--- src/rtl/slvprobe_pkg.sv ---
`timescale 1ns/1ps
package slvprobe_pkg;

  typedef enum logic [2:0] {
    SP_IDLE,
    SP_START,
    SP_BITS,
    SP_ACK,
    SP_STOP,
    SP_PAUSE
  } probe_st_e;

  localparam int unsigned ADDR_W = 10;
  localparam logic [4:0] LONG_TAG = 5'b11110;

  // Address byte for a given byte index; direction bit is always write (0).
  function automatic logic [7:0] probe_byte(input logic short_mode,
                                            input logic idx,
                                            input logic [ADDR_W-1:0] a);
    if (short_mode)  return {a[6:0], 1'b0};
    else if (!idx)   return {LONG_TAG, a[9:8], 1'b0};
    else             return a[7:0];
  endfunction

endpackage

--- src/rtl/slvprobe_phase.sv ---
`timescale 1ns/1ps
module slvprobe_phase #(
  parameter int unsigned PH_W = 2
) (
  input  logic            clk,
  input  logic            rst_n,
  input  logic            hold,
  input  logic            tick,
  output logic [PH_W-1:0] q,
  output logic            period_end
);
  localparam logic [PH_W-1:0] PH_LAST = {PH_W{1'b1}};

  logic [PH_W-1:0] q_nx;

  always_comb begin
    q_nx = q;
    if (hold)      q_nx = '0;
    else if (tick) q_nx = q + 1'b1;
  end

  assign period_end = tick && !hold && (q == PH_LAST);

  always_ff @(posedge clk or negedge rst_n) begin
    if (!rst_n) q <= '0;
    else        q <= q_nx;
  end

  // the quarter phase advances by exactly one per tick while running
  p_phase_step_r8: assert property (@(posedge clk) disable iff (!rst_n)
    (!hold && tick) |=> (q == PH_W'($past(q) + 1'b1)));

endmodule

--- src/rtl/slvprobe_pause.sv ---
`timescale 1ns/1ps
module slvprobe_pause #(
  parameter int unsigned CNT_W = 4
) (
  input  logic             clk,
  input  logic             rst_n,
  input  logic             load,
  input  logic [CNT_W-1:0] load_val,
  input  logic             en,
  input  logic             period_end,
  output logic             done
);
  logic [CNT_W-1:0] cnt, cnt_nx;

  always_comb begin
    cnt_nx = cnt;
    if (load)                                    cnt_nx = load_val;
    else if (en && period_end && (cnt != '0))    cnt_nx = cnt - 1'b1;
  end

  assign done = en && period_end && (cnt == '0);

  always_ff @(posedge clk or negedge rst_n) begin
    if (!rst_n) cnt <= '0;
    else        cnt <= cnt_nx;
  end

endmodule

--- src/rtl/i2c_presence_probe.sv ---
`timescale 1ns/1ps
module i2c_presence_probe
  import slvprobe_pkg::*;
#(
  parameter int unsigned PAUSE_W = 4
) (
  input  logic               clk,
  input  logic               rst_n,
  input  logic               tick,
  input  logic               master_en,
  input  logic               monitor_en,
  input  logic               addr_short,
  input  logic [ADDR_W-1:0]  target_addr,
  input  logic [PAUSE_W-1:0] pause_cfg,
  input  logic               addr_wr,
  input  logic               sda_i,
  output logic               scl_oe,
  output logic               sda_oe,
  output logic               slave_ready
);
  localparam int unsigned PH_W = 2;

  // reset: asserted asynchronously, released on a clock edge
  logic rst_s1, rst_q;
  always_ff @(posedge clk or negedge rst_n) begin
    if (!rst_n) begin
      rst_s1 <= 1'b0;
      rst_q  <= 1'b0;
    end else begin
      rst_s1 <= 1'b1;
      rst_q  <= rst_s1;
    end
  end

  probe_st_e          st, st_nx;
  logic [2:0]         bit_idx, bit_nx;
  logic               byte_idx, byte_nx;
  logic               fin_q, fin_nx;
  logic               rdy_nx;
  logic               ack_seen;
  logic [ADDR_W-1:0]  addr_q;
  logic               short_q;
  logic [PAUSE_W-1:0] pause_q;
  logic               load_cfg, pause_load, pause_done;
  logic [PH_W-1:0]    q;
  logic               period_end;
  logic               run, last_byte, ack_smp;
  logic [7:0]         cur_byte;

  assign run       = master_en && monitor_en;
  assign last_byte = short_q ? 1'b0 : 1'b1;
  assign ack_smp   = (st == SP_ACK) && tick && (q == 2'd2);
  assign cur_byte  = probe_byte(short_q, byte_idx, addr_q);

  slvprobe_phase #(.PH_W(PH_W)) u_phase (
    .clk        (clk),
    .rst_n      (rst_q),
    .hold       (st == SP_IDLE),
    .tick       (tick),
    .q          (q),
    .period_end (period_end)
  );

  slvprobe_pause #(.CNT_W(PAUSE_W)) u_pause (
    .clk        (clk),
    .rst_n      (rst_q),
    .load       (pause_load),
    .load_val   (pause_q),
    .en         (st == SP_PAUSE),
    .period_end (period_end),
    .done       (pause_done)
  );

  // next-state logic
  always_comb begin
    st_nx      = st;
    bit_nx     = bit_idx;
    byte_nx    = byte_idx;
    fin_nx     = fin_q;
    rdy_nx     = 1'b0;
    load_cfg   = 1'b0;
    pause_load = 1'b0;
    unique case (st)
      SP_IDLE: if (addr_wr && run) begin
        st_nx    = SP_START;
        load_cfg = 1'b1;
        fin_nx   = 1'b0;
      end
      SP_START: if (period_end) begin
        if (!run) begin
          st_nx  = SP_STOP;
          fin_nx = 1'b1;
        end else begin
          st_nx   = SP_BITS;
          bit_nx  = 3'd7;
          byte_nx = 1'b0;
        end
      end
      SP_BITS: if (period_end) begin
        if (!run) begin
          st_nx  = SP_STOP;
          fin_nx = 1'b1;
        end else if (bit_idx == 3'd0) begin
          st_nx = SP_ACK;
        end else begin
          bit_nx = bit_idx - 3'd1;
        end
      end
      SP_ACK: if (period_end) begin
        if (!run) begin
          st_nx  = SP_STOP;
          fin_nx = 1'b1;
        end else if (!ack_seen) begin
          st_nx = SP_STOP;
        end else if (byte_idx == last_byte) begin
          st_nx  = SP_STOP;
          fin_nx = 1'b1;
          rdy_nx = 1'b1;
        end else begin
          st_nx   = SP_BITS;
          byte_nx = 1'b1;
          bit_nx  = 3'd7;
        end
      end
      SP_STOP: if (period_end) begin
        if (fin_q || !run) begin
          st_nx = SP_IDLE;
        end else begin
          st_nx      = SP_PAUSE;
          pause_load = 1'b1;
        end
      end
      SP_PAUSE: begin
        if (!run)            st_nx = SP_IDLE;
        else if (pause_done) st_nx = SP_START;
      end
      default: st_nx = SP_IDLE;
    endcase
  end

  // registers
  always_ff @(posedge clk or negedge rst_q) begin
    if (!rst_q) begin
      st          <= SP_IDLE;
      bit_idx     <= 3'd7;
      byte_idx    <= 1'b0;
      fin_q       <= 1'b0;
      slave_ready <= 1'b0;
      ack_seen    <= 1'b0;
      addr_q      <= '0;
      short_q     <= 1'b1;
      pause_q     <= '0;
    end else begin
      st          <= st_nx;
      bit_idx     <= bit_nx;
      byte_idx    <= byte_nx;
      fin_q       <= fin_nx;
      slave_ready <= rdy_nx;
      if (ack_smp) ack_seen <= ~sda_i;
      if (load_cfg) begin
        addr_q  <= target_addr;
        short_q <= addr_short;
        pause_q <= pause_cfg;
      end
    end
  end

  // line drive decode: SCL high in quarters 1 and 2 of each bit
  always_comb begin
    scl_oe = 1'b0;
    sda_oe = 1'b0;
    unique case (st)
      SP_START: begin
        scl_oe = (q == 2'd3);
        sda_oe = (q != 2'd0);
      end
      SP_BITS: begin
        scl_oe = (q == 2'd0) || (q == 2'd3);
        sda_oe = ~cur_byte[bit_idx];
      end
      SP_ACK:  scl_oe = (q == 2'd0) || (q == 2'd3);
      SP_STOP: begin
        scl_oe = (q == 2'd0);
        sda_oe = (q < 2'd2);
      end
      default: ;
    endcase
  end

  // ready is a single-cycle pulse
  p_ready_pulse_r6: assert property (@(posedge clk) disable iff (!rst_q)
    slave_ready |=> !slave_ready);

  // ready only follows a sampled acknowledge
  p_ready_acked_r6: assert property (@(posedge clk) disable iff (!rst_q)
    slave_ready |-> ack_seen);

  // no attempt leaves idle without both enables
  p_idle_when_off_r2: assert property (@(posedge clk) disable iff (!rst_q)
    (st == SP_IDLE && !run) |=> (st == SP_IDLE));

  // SDA holds steady while SCL is released inside a byte
  p_sda_steady_r8: assert property (@(posedge clk) disable iff (!rst_q)
    (st == SP_BITS && $past(st) == SP_BITS && !scl_oe) |-> $stable(sda_oe));

  // losing an enable during the pause goes straight to idle
  p_pause_abort_r7: assert property (@(posedge clk) disable iff (!rst_q)
    (st == SP_PAUSE && !run) |=> (st == SP_IDLE));

  // an expired pause launches the next attempt
  p_pause_exit_r5: assert property (@(posedge clk) disable iff (!rst_q)
    (st == SP_PAUSE && run && pause_done) |=> (st == SP_START));

endmodule

--- config.mk ---
export PLATFORM = sky130hd
export DESIGN_NAME = i2c_presence_probe
export DESIGN_NICKNAME = d
export VERILOG_FILES = /design/src/rtl/slvprobe_pkg.sv /design/src/rtl/slvprobe_phase.sv /design/src/rtl/slvprobe_pause.sv /design/src/rtl/i2c_presence_probe.sv
export SDC_FILE = /design/constraint.sdc
export NUM_CORES = 1
export LEC_CHECK = 0
export BUFFER_PORTS_ARGS = -buffer_cell sky130_fd_sc_hd__buf_2
export CELL_PAD_IN_SITES_DETAIL_PLACEMENT = 1
export CELL_PAD_IN_SITES_GLOBAL_PLACEMENT = 1
export CORE_ASPECT_RATIO = 0.6
export CORE_MARGIN = 2
export CORE_UTILIZATION = 35
export CTS_BUF_LIST = sky130_fd_sc_hd__clkbuf_2
export CTS_CLUSTER_DIAMETER = 80
export DETAILED_ROUTE_END_ITERATION = 16
export GPL_TIMING_DRIVEN = 0
export PLACE_DENSITY = 0.76
export SYNTH_ARGS = -nofsm -noshare
export SYNTH_HDL_FRONTEND = slang
export SYNTH_SLANG_ARGS = --single-unit
--- constraint.sdc ---
create_clock -name clk -period 1.9 [get_ports clk]
set_clock_uncertainty 0.1 [all_clocks]
set_input_delay 0.19 -clock clk [delete_from_list [all_inputs] [get_ports clk]]
set_output_delay 0.19 -clock clk [all_outputs]
set_load 0.05 [all_outputs]
== Yosys cells after proc, flatten, opt, wreduce, memory -nomap -nowiden ==
Cells that the tools add are included.

* Reductions and logical operators: 30
* Equality and inequality tests: 25
* Multiplexer cells: 61
* Bitwise operators: 2
* Order comparisons: 2
* Add/subtract/negate cells: 3

{| class="wikitable"
|+ Operators with widths
! operator !! count
|-
| 3-bit two-way mux || 23
|-
| 1-bit two-way mux || 25
|-
| 7-bit AND reduction || 3
|-
| 3-bit case mux with 6 select lines || 1
|-
| 8-bit two-way mux || 2
|-
| 2-bit != test (second input constant) || 8
|-
| 2-bit by 1-bit != test with 1-bit output (second input constant) || 5
|-
| 10-bit AND reduction || 1
|-
| 1-bit logical AND || 9
|-
| 3-bit != test (second input constant) || 3
|-
| 1-bit case mux with 3 select lines || 3
|-
| 3-bit case mux with 3 select lines || 1
|-
| 4-bit two-way mux || 2
|-
| 2-bit nonzero test || 4
|-
| 3-bit by 2-bit == test with 1-bit output (second input constant) || 2
|-
| 3-bit == test (second input constant) || 2
|-
| 3-bit zero test || 2
|-
| 3-bit nonzero test || 2
|-
| 2-bit == test (second input constant) || 2
|-
| 4-bit zero test || 1
|-
| 3-bit by 4-bit less-than comparator with 1-bit output (second input constant) || 1
|-
| 2-bit two-way mux || 2
|-
| 4-bit nonzero test || 1
|-
| 2-bit OR reduction || 2
|-
| 13 further kinds || 16
|}

* Word-level logic and storage cells: 136
* Output and inout bits: 3
* Flip-flop bits (word level): 33

== Logic depth before layout (Yosys ltp) ==
Gate-level depths: netlist (run 1).

* Depth in word-level cells: 9
* Depth in mapped cells: 8

== By module ==
From an unflattened synthesis (run 1), not the netlist that was laid out.

* Cells, all modules: 186
* Area total of the unflattened synthesis: 1911.8 µm²

{| class="wikitable"
|+ Modules (own cells, without submodules)
! module !! cells each !! area an instance (µm²) !! instances
|-
| i2c_presence_probe || 149 || 1552.7 || 1
|-
| slvprobe_pause || 28 || 262.8 || 1
|-
| slvprobe_phase || 9 || 96.3 || 1
|}

== Worst setup path after synthesis (run 1) ==
OpenSTA, ideal clock, no wires.

* Path kind: register to output
* Start point: reg bit_idx[0]
* End point: out sda_oe
* Slack: -1.052 ns
* Cell stages (with the launch flop): 6
* Arrival: 2.662 ns
* Path buffers: 1
* Cell sequence: dfstp_2 -> clkbuf_1 -> mux4_2 -> o22ai_1 -> nor2_1 -> o32ai_1

* Cells in the longest elaborated chain, start to end: 4

{| class="wikitable"
|+ Ends and longest elaborated chain
! what !! line !! source
|-
| start: declaration || i2c_presence_probe.sv:36 || <nowiki>logic [2:0] bit_idx, bit_nx;</nowiki>
|-
| start signal: assignment || i2c_presence_probe.sv:155 || <nowiki>bit_idx <= bit_nx;</nowiki>
|-
| 1-bit binary-select mux with 3-bit select || i2c_presence_probe.sv:179 || <nowiki>sda_oe = ~cur_byte[bit_idx];</nowiki>
|-
| 1-bit two-way mux (implied by the code) || i2c_presence_probe.sv:179 ||
|-
| 1-bit inverter || i2c_presence_probe.sv:179 ||
|-
| 1-bit case mux with 3 select lines || i2c_presence_probe.sv:172 || <nowiki>unique case (st)</nowiki>
|-
| end: declaration || i2c_presence_probe.sv:18 || <nowiki>output logic sda_oe,</nowiki>
|}

No other way between the ends. The select of a mux whose other input is x is not followed.

== Worst setup path after layout (run 1) ==
Same ends and word-level chain as after synthesis.

==> results of run 1 <==
sequential cells by signal, indices dropped and copies added, names as in the netlist, 2 cells and up:
signal and flops:
addr_q 10, bit_idx 3, u_pause.cnt 4, pause_q 4
u_phase.q 2, st 3
through the flow:
| step | utilization, % | power, mW |
|---|---|---|
| after global routing | 53.28 | 3.516 |
| final | 53.28 | 3.284 |
| after CTS | 50.51 | 3.071 |
| after detailed placement | 41.34 | 2.445 |
| after global placement | 41.34 | 2.409 |
| after floorplan | - | 2.126 |
logic make-up after synthesis:
family / synth area share, %
simple gates: 18.71
compound gates: 14.52
flops: 43.43
buf+inv: 5.036
mux: 12.16
fa+ha+maj: 4.578
xor+xnor: 1.374
other cells: 0.1960
worst reg2reg max path: stages (launching register included):
cell      delay [ps]
dfrtp_1          430
buf_6            150
nand3b_1         190
buf_4            170
a311oi_2         240
a211o_4          210
o22ai_1          120
a211o_1          250
timing repair:
action	CTS	global route
hold buffers	18	0
endpoints found under the hold margin	18	0
resized for setup	30	42
buffers inserted	17	5
pin swaps	12	17
setup endpoints to repair	28	18
metal layers:
metal	up-vias	part of all wire, %
met4	0	1.2
met1	869	48
met2	46	46
met3	10	5.3
li1	821	-
met5	-	0
area by class of cell:
type	instances	area (sq um)	area share, %
flip-flops and latches	33	834.6	30.39
well taps	66	82.58	3.007
repair buffers	61	493.0	17.95
inverters	10	45.04	1.640
multi-input cells	138	1204	43.83
clock buffers	5	25.02	0.9112
plain buffers	7	50.05	1.822
clock inverters	3	12.51	0.4556
power by group through the flow:
stage          combinational [mW]  sequential, mW  clock, mW
6_report                     1.74            1.21      0.333
5_1_grt                      1.89            1.25      0.376
4_1_cts                      1.51            1.21      0.350
3_5_place_dp                 1.25            1.20          0
3_3_place_gp                 1.22            1.19          0
2_1_floorplan                1.00            1.12          0
path summary, 6_finish.rpt:
path | endpoint | startpoint
min in group asynchronous | st[1] | rst_q
max | sda_oe | bit_idx[0]
min | u_phase.q[0] | tick
max reg2reg | st[0] | st[1]
max in group asynchronous | byte_idx | rst_q
min reg2reg | st[1] | rst_q
placed cells by master (no fill, tap or decap), drive strengths merged, types with 4 or more instances in the layout:
cell / Yosys / final
nand2b: 4 / 4
inv: 10 / 10
dfrtp: 29 / 29
nor2: 20 / 20
o21ai: 9 / 9
a21oi: 6 / 6
clkbuf: 4 / 7
ha: 7 / 7
nand3: 6 / 6
nand2: 12 / 12
mux2: 16 / 16
dlygate4sd3: 0 / 18
nor3: 7 / 7
buf: 7 / 48
a31oi: 4 / 4
dfstp: 4 / 4
==> out/metrics.cfg, run 1 <==
[run_status]
status=finished, violations left
violations=setup timing

[synthesis]
synthesis.area_sq_um=1913
mappedNetlistNets=221
ys_seq_area_share_pct=43.43
synthCells=192
ys_async_sr_fraction_pct=100.0
synthTopCellsByCount=29 x dfrtp_1, 20 x nor2_1, 16 x mux2_2, 11 x nand2_1, 10 x inv_1
synth_cell_types=46
synth_top_cell_by_area=dfrtp_1
synthTopCellsByArea=dfrtp_1 38%, mux2_2 9.4%, dfstp_2 5.5%
synth.ff_latch_count=33
synth.most_common_cell=dfrtp_1
ys.flop_type=dfrtp_1
yosys.area.top_type_share_pct=37.93
syn_area_per_cell_sq_um=9.964
synth_edf_count=0
yosysWarnings=0

[routing]
dr.pass1.iters=4
vias=1746
drc=0
wirelength_um=5383
drt-wirelength-per-cell_um=16.67
vias_per_cell=5.406
postRouteAntennaNets=0
first_iter_violations=73

[sta]
worstMarginPinSlew_ps=702.0
fin_crit_ps=2446
slew_viol_final=0
relSlewSlack_pct=53.20
rsz0062_at_grt=yes
hold_ws_ps=91.36
finalCritPeriodShare_pct=128.8
finalHoldViolations=0
worst_slack_ps=-546.5
setup_violations=3
fin_setup_tns_ps=-641.0
fmax_mhz=408.7

[power_and_ir_drop]
power_per_cell_area_nw_per_um2=1196
internal-power_mw=1.915
power_frac_seq_pct=37.0
p_sw_mw=1.369
power.leakage_nw=1.192
pwr-share-clk_pct=10.2
ir_drop_uv=497.4
swShare_pct=41.70
combPwrFrac_pct=52.9

[floorplan]
core-area_sq_um=5155
initial_core_util_pct=37.11
die_x_um=99.45
rows=20
die_height_um=61.27
pin_count=25
die_area_sq_um=6093

[worst_setup_path]
critPathArrivalTime_ps=2160
cp_num_cells=5
critPathMaxStageDelay_ps=620
worstSetupEndpointType=output pin
path_cells=mux4_2, o22ai_2, nor2_2, o32ai_4, buf_6
path_max_fanout=4
crit_required_ps=1610
rr_worst_depth=7
cp_num_buf_inv=1
cp-start-kind=flop
setup.worst_path.class=flop to output pin
r2r_setup_slack_ps=-50
cp_top_family=flip-flops
crit_path_top_delay_cell=dfstp_2

[grt]
grt_start_max_net_pins=32
grt_pass1_wl_um=8638
overflow=0
grt_pass1_vias=1738
antenna_found_initial=0
grtUsageMet3_pct=4.086
grt_use_met2_pct=29.44
grt_util_met1_pct=26.57
top_usage_layer=met2
grt_use_total_pct=18.73

[clock_network]
cts-root-buf=clkbuf_2
clock_latency_ps=390
clk_pin_slew_worst_paths_ps=180
htreeDepth=2
clock_path_buffers=2
cts-buffers-inserted=5
cts_tree=built
cts.sinks=33

[layout]
drive_gt1_share_pct=47.08
final_nets=285
num-fill-cells=553
stdcell_area_sq_um=2746
instances_no_fill=323
diodes=0
syn_to_final_growth_pct=43.56

[placement]
placed_cell_area_sq_um=2131
port_buffers=23
pre_cts_ws_ps=-450.9
hpwl_um=3397
routabilityCongestion=0.8153
placedCellCount=281

[worst_hold_path]
hold_class=input port to flop
hold_depth=3

[job]
maxCapViolCount=0

No activity file was read; power rests on OpenSTA's default activity.
==> run 2, diff against run 1 <==
- CELL_PAD_IN_SITES_DETAIL_PLACEMENT: 1 -> 0
==> run 2 against run 1 <==
The flow still finishes with violations (setup timing). Non-clock buffer count rose by 3. Hold slack better by 28 ps. Largest cell class unchanged. Sequential cell count stayed put. Clock power rose by 1%. Register-to-register slack got worse by 50 ps. Core utilization fell by 0.53 points. Via count fell by 3.2%. Fmax increased by 0.58%. Final area decreased by 1.0%. Combinational power about the same. Global-route usage is 1.5 points lower. Highest routed layer unchanged.
==> out/metrics.cfg, run 2 (same netlist as run 1, synthesis figures left out) <==
[worst_setup_path]
setup.worst_path.class=flop to output pin
r2r_setup_slack_ps=-100
cp-start-kind=flop
critPathArrivalTime_ps=2140
crit_required_ps=1610
path_cells=mux4_2, o22ai_2, nor2_2, o32ai_4, buf_6
crit_path_top_delay_cell=dfstp_2
rr_worst_depth=9
r2r-end=bit_idx[0]
critPathMaxStageDelay_ps=650
rr_startpoint=u_phase.q[0]
path_max_fanout=8
worstSetupEndpointType=output pin

[grt]
overflow=0
grt_start_max_net_pins=32
grt_pass1_vias=1606
grt_pass1_wl_um=7962
grt_use_total_pct=17.20
antenna_found_initial=0

[floorplan]
die_x_um=99.45
die_area_sq_um=6093
initial_core_util_pct=37.11
rows=20
pin_count=25
core-area_sq_um=5155
die_height_um=61.27

[sta]
fin_crit_ps=2432
finalCritPeriodShare_pct=128.0
fmax_mhz=411.1
setup_violations=8
relSlewSlack_pct=53.04
worstMarginPinSlew_ps=704.4
worst_slack_ps=-532.3
hold_ws_ps=119.3
slew_viol_final=0
rsz0062_at_grt=yes
finalHoldViolations=0

[routing]
dr.pass1.iters=4
drc=0
postRouteAntennaNets=0
vias=1691
wirelength_um=4952
vias_per_cell=5.187
drt-wirelength-per-cell_um=15.19
first_iter_violations=141

[power_and_ir_drop]
ir_drop_uv=433.5
power_mw=3.311
power.leakage_nw=1.180
power_per_cell_area_nw_per_um2=1218

[placement]
placed_cell_area_sq_um=2131
hpwl_um=3160
pre_cts_ws_ps=-422.3
port_buffers=23
routabilityCongestion=0.8153

[clock_network]
cts-root-buf=clkbuf_2
clock_latency_ps=360
cts_tree=built
htreeDepth=2
cts.sinks=33
clk_pin_slew_worst_paths_ps=170
cts-buffers-inserted=5
clock_path_buffers=2

[run_status]
violations=setup timing
status=finished, violations left

[layout]
syn_to_final_growth_pct=42.12
largest_reg_flops=10
diodes=0
top_regs=addr_q (10), pause_q (4), u_pause.cnt (4)
stdcell_area_sq_um=2719
final_nets=288
regMostFlops=addr_q
drive_gt1_share_pct=44.23
layout_commonest_cell=dfrtp_1
layout_common_cells=26 x dfrtp_1, 23 x buf_2, 19 x buf_4, 18 x dlygate4sd3_1, 16 x mux2_2

[worst_hold_path]
hold_depth=3
hold_class=input port to flop
hp-start=tick
hold_end=u_phase.q[0]

[job]
maxCapViolCount=0

## run 2: cell count changes in the layout (fill, tap and decap cells not counted), sizes merged
cell | before | now
buf | 48 | 51
clkbuf | 7 | 10
clkinv | 3 | 0
## run 2: what timing repair did
action                                  CTS  global route
endpoints found under the setup margin   28            22
hold endpoints to repair                 18             0
buffers inserted                         19             4
hold buffers                             18             0
pin swaps                                13             8
gates resized for setup                  35            22
## run 2: layer usage
metal | GRT usage (%) | wire length [um] | share of wire, % | vias to the layer above
met5 | 0 | 0 | 0 | -
met4 | 4.501 | 39 | 0.79 | 0
met3 | 4.767 | 315 | 6.4 | 6
met2 | 25.87 | 2205 | 45 | 46
met1 | 24.79 | 2392 | 48 | 817
li1 | - | - | - | 822
## run 2: how the worst max path moves through the flow
stage | cells past startpoint | to | startpoint
global placement | 7 | sda_oe | short_q
detailed placement | 7 | sda_oe | short_q
floorplan | 6 | sda_oe | short_q
finish | 5 | sda_oe | bit_idx[0]
CTS | 5 | sda_oe | bit_idx[0]
global route | 5 | sda_oe | bit_idx[0]
## run 2: area by class of cell
cell class	count	area, sq um
Timing Repair Buffer	64	495.5
Tap cell	66	82.58
Multi-Input combinational cell	138	1171
Sequential cell	33	834.6
Buffer	7	52.55
Inverter	10	42.54
Clock buffer	8	40.04
Fill cell	470	2436
## run 2: power by group
group / internal [mW] / switching, mW
registers: 0.977 / 0.235
clock network: 0.109 / 0.228
logic: 0.899 / 0.863
## run 2: critical path: cells and delay by family (launching register included)
family,cells,cell delay [ps]
mux,1,530
simple gates,1,70
flops,1,650
buf+inv,1,200
compound gates,2,330
## run 2: stage by stage
stage | cells | util (%) | TNS (ps)
2_1_floorplan | 192 | - | -258.5
3_3_place_gp | 281 | 41.34 | -6017
3_5_place_dp | 281 | 41.34 | -5623
4_1_cts | 324 | 51.17 | -873.4
5_1_grt | 326 | 52.74 | -1677
6_report | 326 | 52.74 | -839.5
